$ cat src/rtl/pcap_pkg.sv
package pcap_pkg;

    typedef enum logic [1:0] {
        MODE_EDGE  = 2'b00,
        MODE_PULSE = 2'b01,
        MODE_BOTH  = 2'b10,
        MODE_ALT   = 2'b11
    } cap_mode_e;

    typedef enum logic {
        ST_IDLE   = 1'b0,
        ST_ACTIVE = 1'b1
    } ch_state_e;

    typedef struct packed {
        cap_mode_e mode;
        logic      act_low;
    } ch_cfg_t;

    function automatic logic is_edge_mode(cap_mode_e m);
        return !(m == MODE_PULSE || m == MODE_BOTH);
    endfunction

endpackage

$ cat src/rtl/pcap_timebase.sv
module pcap_timebase #(
    parameter int CW = 16,
    parameter int PW = 16
) (
    input  logic          clk,
    input  logic          rst,
    input  logic          start,
    input  logic          stop,
    input  logic [PW-1:0] prescale,
    output logic          run,
    output logic [CW-1:0] count
);
    logic [PW-1:0] div_q;

    always_ff @(posedge clk) begin
        if (rst) begin
            div_q <= '0;
            count <= '0;
            run   <= 1'b0;
        end else if (start) begin
            div_q <= '0;
            count <= '0;
            run   <= 1'b1;
        end else if (stop) begin
            run <= 1'b0;
        end else if (run) begin
            if (div_q == prescale) begin
                div_q <= '0;
                count <= count + CW'(1);
            end else begin
                div_q <= div_q + PW'(1);
            end
        end
    end
endmodule

$ cat src/rtl/pcap_channel.sv
module pcap_channel
    import pcap_pkg::*;
#(
    parameter int CW   = 16,
    parameter int SYNC = 2
) (
    input  logic          clk,
    input  logic          rst,
    input  logic          start,
    input  logic          run,
    input  ch_cfg_t       cfg,
    input  logic          pin,
    input  logic [CW-1:0] count,
    output logic          rpt_valid,
    output logic [CW-1:0] rpt_width,
    output logic [CW-1:0] rpt_period
);
    logic [SYNC:0] sh;
    logic          lvl_now, lvl_old, rise, fall;
    logic          edge_md, want_rise, hit;
    ch_state_e     st;
    logic [CW-1:0] t_act, t_idl, stamp;

    // synchronizer chain plus one extra stage for edge detection
    always_ff @(posedge clk) begin
        if (rst) sh <= '0;
        else     sh <= {sh[SYNC-1:0], pin};
    end

    always_comb begin
        lvl_now   = sh[SYNC-1];
        lvl_old   = sh[SYNC];
        rise      = lvl_now & ~lvl_old;
        fall      = ~lvl_now & lvl_old;
        edge_md   = is_edge_mode(cfg.mode);
        want_rise = edge_md ? !cfg.act_low : ((st == ST_IDLE) ^ cfg.act_low);
        hit       = run && (want_rise ? rise : fall);
        stamp     = count + CW'(1);
    end

    always_ff @(posedge clk) begin
        if (rst || start) begin
            st         <= ST_IDLE;
            t_act      <= '0;
            t_idl      <= '0;
            rpt_valid  <= 1'b0;
            rpt_width  <= '0;
            rpt_period <= '0;
        end else begin
            rpt_valid <= 1'b0;
            if (hit) begin
                if (edge_md) begin
                    rpt_valid  <= 1'b1;
                    rpt_width  <= '0;
                    rpt_period <= stamp - t_idl;
                    t_idl      <= stamp;
                end else if (st == ST_IDLE) begin
                    st    <= ST_ACTIVE;
                    t_act <= stamp;
                    if (cfg.mode == MODE_BOTH) begin
                        rpt_valid  <= 1'b1;
                        rpt_width  <= t_idl - t_act;
                        rpt_period <= stamp - t_act;
                    end
                end else begin
                    st    <= ST_IDLE;
                    t_idl <= stamp;
                    if (cfg.mode == MODE_PULSE) begin
                        rpt_valid  <= 1'b1;
                        rpt_width  <= stamp - t_act;
                        rpt_period <= '0;
                    end
                end
            end
        end
    end
endmodule

$ cat src/rtl/pcap_pending.sv
module pcap_pending #(
    parameter int NCH = 4,
    parameter int CHW = 2
) (
    input  logic           clk,
    input  logic           rst,
    input  logic           start,
    input  logic [NCH-1:0] rpt,
    input  logic [NCH-1:0] ie,
    input  logic [NCH-1:0] clr,
    output logic [NCH-1:0] pend,
    output logic           irq,
    output logic [CHW-1:0] irq_ch
);
    always_ff @(posedge clk) begin
        if (rst || start) pend <= '0;
        else              pend <= (pend & ~clr) | (rpt & ie);
    end

    always_comb begin
        irq    = |pend;
        irq_ch = '0;
        for (int i = NCH - 1; i >= 0; i--) begin
            if (pend[i]) irq_ch = CHW'(i);
        end
    end
endmodule

$ cat src/rtl/pcap_unit.sv
module pcap_unit
    import pcap_pkg::*;
#(
    parameter int NCH = 4,
    parameter int CW  = 16,
    parameter int PW  = 16,
    parameter int CHW = (NCH > 1) ? $clog2(NCH) : 1
) (
    input  logic              clk,
    input  logic              rst,
    input  logic              start,
    input  logic              stop,
    input  logic [PW-1:0]     prescale,
    input  logic [2*NCH-1:0]  ch_mode,
    input  logic [NCH-1:0]    ch_act_low,
    input  logic [NCH-1:0]    ch_ie,
    input  logic [NCH-1:0]    pin,
    input  logic [NCH-1:0]    pend_clr,
    output logic [NCH-1:0]    cap_valid,
    output logic [NCH*CW-1:0] cap_width,
    output logic [NCH*CW-1:0] cap_period,
    output logic [NCH-1:0]    pend,
    output logic              irq,
    output logic [CHW-1:0]    irq_ch
);
    logic          run;
    logic [CW-1:0] count;

    pcap_timebase #(.CW(CW), .PW(PW)) u_tb (
        .clk(clk), .rst(rst), .start(start), .stop(stop),
        .prescale(prescale), .run(run), .count(count)
    );

    for (genvar g = 0; g < NCH; g++) begin : g_ch
        ch_cfg_t cfg;
        assign cfg.mode    = cap_mode_e'(ch_mode[2*g +: 2]);
        assign cfg.act_low = ch_act_low[g];

        pcap_channel #(.CW(CW), .SYNC(2)) u_ch (
            .clk(clk), .rst(rst), .start(start), .run(run),
            .cfg(cfg), .pin(pin[g]), .count(count),
            .rpt_valid(cap_valid[g]),
            .rpt_width(cap_width[g*CW +: CW]),
            .rpt_period(cap_period[g*CW +: CW])
        );
    end

    pcap_pending #(.NCH(NCH), .CHW(CHW)) u_pend (
        .clk(clk), .rst(rst), .start(start), .rpt(cap_valid),
        .ie(ch_ie), .clr(pend_clr), .pend(pend), .irq(irq), .irq_ch(irq_ch)
    );
endmodule

$ cat config.mk
export PLATFORM = sky130hd
export DESIGN_NAME = pcap_unit
export DESIGN_NICKNAME = d
export VERILOG_FILES = /design/src/rtl/pcap_pkg.sv /design/src/rtl/pcap_timebase.sv /design/src/rtl/pcap_channel.sv /design/src/rtl/pcap_pending.sv /design/src/rtl/pcap_unit.sv
export SDC_FILE = /design/constraint.sdc
export NUM_CORES = 1
export LEC_CHECK = 0
export BUFFER_PORTS_ARGS = -buffer_cell sky130_fd_sc_hd__buf_4
export CAP_MARGIN = 20
export CORE_MARGIN = 2
export CORE_UTILIZATION = 42
export CTS_BUF_LIST = sky130_fd_sc_hd__clkbuf_16
export DETAILED_ROUTE_END_ITERATION = 8
export PLACE_DENSITY_LB_ADDON = 0.15
export RECOVER_POWER = 100
export SYNTH_ARGS = -nofsm -noshare
export SYNTH_HDL_FRONTEND = slang
export SYNTH_SLANG_ARGS = --single-unit
$ cat constraint.sdc
create_clock -name clk -period 5.3 [get_ports clk]
set_input_delay 0.53 -clock clk [delete_from_list [all_inputs] [get_ports clk]]
set_output_delay 0.53 -clock clk [all_outputs]
set_load 0.01 [all_outputs]
==> reports/metrics.yaml <==
maxSlewViolCount: 81
layout_setup_ws_ps: 618.7
synth_seq_cells: 313
vias: 19220
wl_um: 65830
vias_per_cell: 5.609
reg2reg_from: "u_tb.count[0]"
cp.required_ps: 5740
cp_max_fo: 14
preCtsSetupSlack_ps: 1105
relSlewSlack: -0.7179
ioPinCount: 183
cts_tree: "done"
synth_area_leader_cell: "dfxtp_1"
setup_viol: 0
failed_checks: "max-capacitance violations, max-slew violations"
crit_path_start_kind: "register"
firstDrtPassIters: 6
numPlacedInstances: 3364
synth_top_family_by_area: "compound AO/OA/AOI/OAI gates"
grt_first_pass_wirelength_um: 102900
fmax_mhz: 213.6
cts_sinks: 313
yosysSeqAreaShare: 0.3021
rsz0062_at_grt: "false"
crit_arrival_ps: 5120
worst-path-buf-inv: 3
die_height_um: 226.2
layout.nets: 2987
holdBufCountCts: 0
synth_top_area_frac: 0.3021
min_period_ps: 4681
post_cts_resized: 0
drcViolationCount: 0
drive_gt1_frac: 0.06189
fillers: 4961
crit_chain: "buf_4 > ha_1 > xnor2_1 > clkbuf_1 > inv_1 > ha_1 > o21ai_0 > a21oi_1 > o41ai_1 > o21ai_0 > a21boi_0 > a21oi_1 > xnor2_1 > o22ai_1"
synth.yosys.warnings: 0
crit_path_end_kind: "register"
wl_per_cell_um: 19.21
area_delta_synth_final_pct: 13.12
ir_drop_v: 0.0002319
cts_buffers: 37
cts_setup_buffers: 0
cp_top_family: "compound AO/OA/AOI/OAI gates"
synth_area_um2: 20740
status: "finished with violations"
final_util: 0.4803
hold_start: "pin[2]"
p_leak_nw: 8.904
synth_cell_type_count: 81
synthCells: 2585
r2r-end: "g_ch[3].u_ch.rpt_period[15]"
min_period_over_period: 0.8833
rrSetupSlack_ps: 620
final_area_um2: 23460
synth.avg_cell_area_um2: 8.023
portBuffers: 182
ctsRootBufferMaster: "clkbuf_16"
synth_mux_area_frac: 0.01020
core_um2: 48850
ys_async_sr_fraction: 0
hold_class: "primary input to register"
grt_pass1_vias: 18240
placed_area_um2: 22910
synth_nets: 2831
diodes: 0
fp.dieW_um: 226.2
cap_violations: 2
fin_worst_skew_ps: 17.38
first_iter_violations: 1340
die-area_um2: 51170
hold_violations: 0
synth_compound_area_frac: 0.2429
synthSimpleGateAreaFrac: 0.1694
grt_max_degree: 62
hold_end: "g_ch[2].u_ch.sh[0]"
worst_slew_pin_slew_ps: 2577
synth_edf_count: 0
synth_xor_area_frac: 0.09327
gp_congestion: 0.8922
crit_slowest_cell: "o41ai_1"
rows: 81
instances_no_fill: 3427
power_density_nw_per_um2: 221.1
overflow: 0
synthFlopType: "dfxtp_1"
setup-tns-final_ps: 0
clkTransAtPathRegs_ps: 60
synthTopCellsByArea: "dfxtp_1 30%, ha_1 11%, nor2_1 6.9%, xnor2_1 5.8%, a211oi_1 5.2%"
rr_worst_depth: 14
clk_latency_ps: 560
dp_hpwl_um: 50110
initial_core_util: 0.4246
synthAdderAreaFrac: 0.1262
final_cell_mix: "374 x nor2_1, 313 x dfxtp_1, 190 x ha_1"
cp_slowest_stage_delay_ps: 600
htree_num_levels: 2
critPathKind: "register to register"
cts_buffer_depth: 3
hold_depth: 2
antenna_found_initial: 0
layout_commonest_cell: "nor2_1"
detail-route-antenna-nets: 0
gr-usage-all-layers: 0.2569
## logic make-up (layout without fill, tap and decap cells)
group                    count (synthesis)  after routing
multiplexers                            21             21
XOR/XNOR                               220            220
flip-flops                             313            313
AND/OR/NAND/NOR                        781            781
AO/OA/AOI/OAI                          747            747
buffers and inverters                  301            479
adder cells (fa/ha/maj)                202            202
## per-layer routing
metal / up-vias / part of all wire / global-route usage
met1: 9062 / 0.47 / 0.3587
met3: 127 / 0.055 / 0.03747
met2: 523 / 0.43 / 0.4018
li1: 9510 / - / -
met5: - / 0 / 0
met4: 0 / 0.036 / 0.09126
## final cells by class
class | instances | area, um^2 | area share
multi-input cells | 1971 | 13320 | 0.5676
clock inverters | 24 | 166.4 | 0.007093
flip-flops and latches | 313 | 6266 | 0.2671
well taps | 664 | 830.8 | 0.03541
inverters | 181 | 679.4 | 0.02896
repair buffers | 237 | 1275 | 0.05434
clock buffers | 37 | 925.9 | 0.03946
## Yosys cell counts, types with 50 or more instances
library cell  count
ha_1            190
a211oi_1        144
xor2_1           82
nand2_1         126
inv_1           180
clkbuf_1        103
nor2_1          379
a21o_1           50
xnor2_1         137
nor3_1           71
o21ai_0         145
a21oi_1         159
dfxtp_1         313
## worst register-to-register path, cell delays in order (launching register included)
cell,delay (ps)
dfxtp_1,320
buf_4,230
ha_1,340
xnor2_1,150
clkbuf_1,480
inv_1,470
ha_1,460
o21ai_0,110
a21oi_1,120
o41ai_1,600
o21ai_0,280
a21boi_0,540
a21oi_1,170
xnor2_1,180
o22ai_1,100
## state kept, by name, summed over array words and instances (netlist names)
signal and count:
u_tb.run 1, u_tb.count 16, g_ch.u_ch.rpt_width 64, g_ch.u_ch.t_idl 64
g_ch.u_ch.st 4, u_pend.pend 4, g_ch.u_ch.rpt_valid 4, u_tb.div_q 16
g_ch.u_ch.rpt_period 64, g_ch.u_ch.sh 12, g_ch.u_ch.t_act 64
## per-stage QoR
| stage | power, W | hold WS, ps |
|---|---|---|
| 3_5_place_dp | 0.002838 | 429.3 |
| 5_1_grt | 0.005374 | 178.9 |
| 3_3_place_gp | 0.002835 | 423.7 |
| 6_report | 0.005188 | 186.2 |
| 2_1_floorplan | 0.002697 | 413.8 |
| 4_1_cts | 0.005247 | 157.2 |
## report_power, final
group	switching, W	internal [W]
Clock	0.00104	0.00136
Combinational	0.000262	0.000148
Sequential	0.0000103	0.00237
Total	0.00132	0.00387
## how the worst max path moves through the flow
| stage | start | to | slack (ps) | cells after the start |
|---|---|---|---|---|
| floorplan | u_tb.count[0] | g_ch[2].u_ch.rpt_period[15] | 1340 | 16 |
| global placement | u_tb.count[0] | g_ch[2].u_ch.rpt_period[15] | 1280 | 16 |
| detailed placement | u_tb.count[0] | g_ch[2].u_ch.rpt_period[15] | 1100 | 16 |
| CTS | u_tb.count[0] | g_ch[2].u_ch.rpt_period[15] | 1050 | 16 |
| global route | u_tb.count[0] | g_ch[3].u_ch.rpt_period[15] | 410 | 14 |
| finish | u_tb.count[0] | g_ch[3].u_ch.rpt_period[15] | 620 | 14 |
No activity file was read; power rests on OpenSTA's default activity.
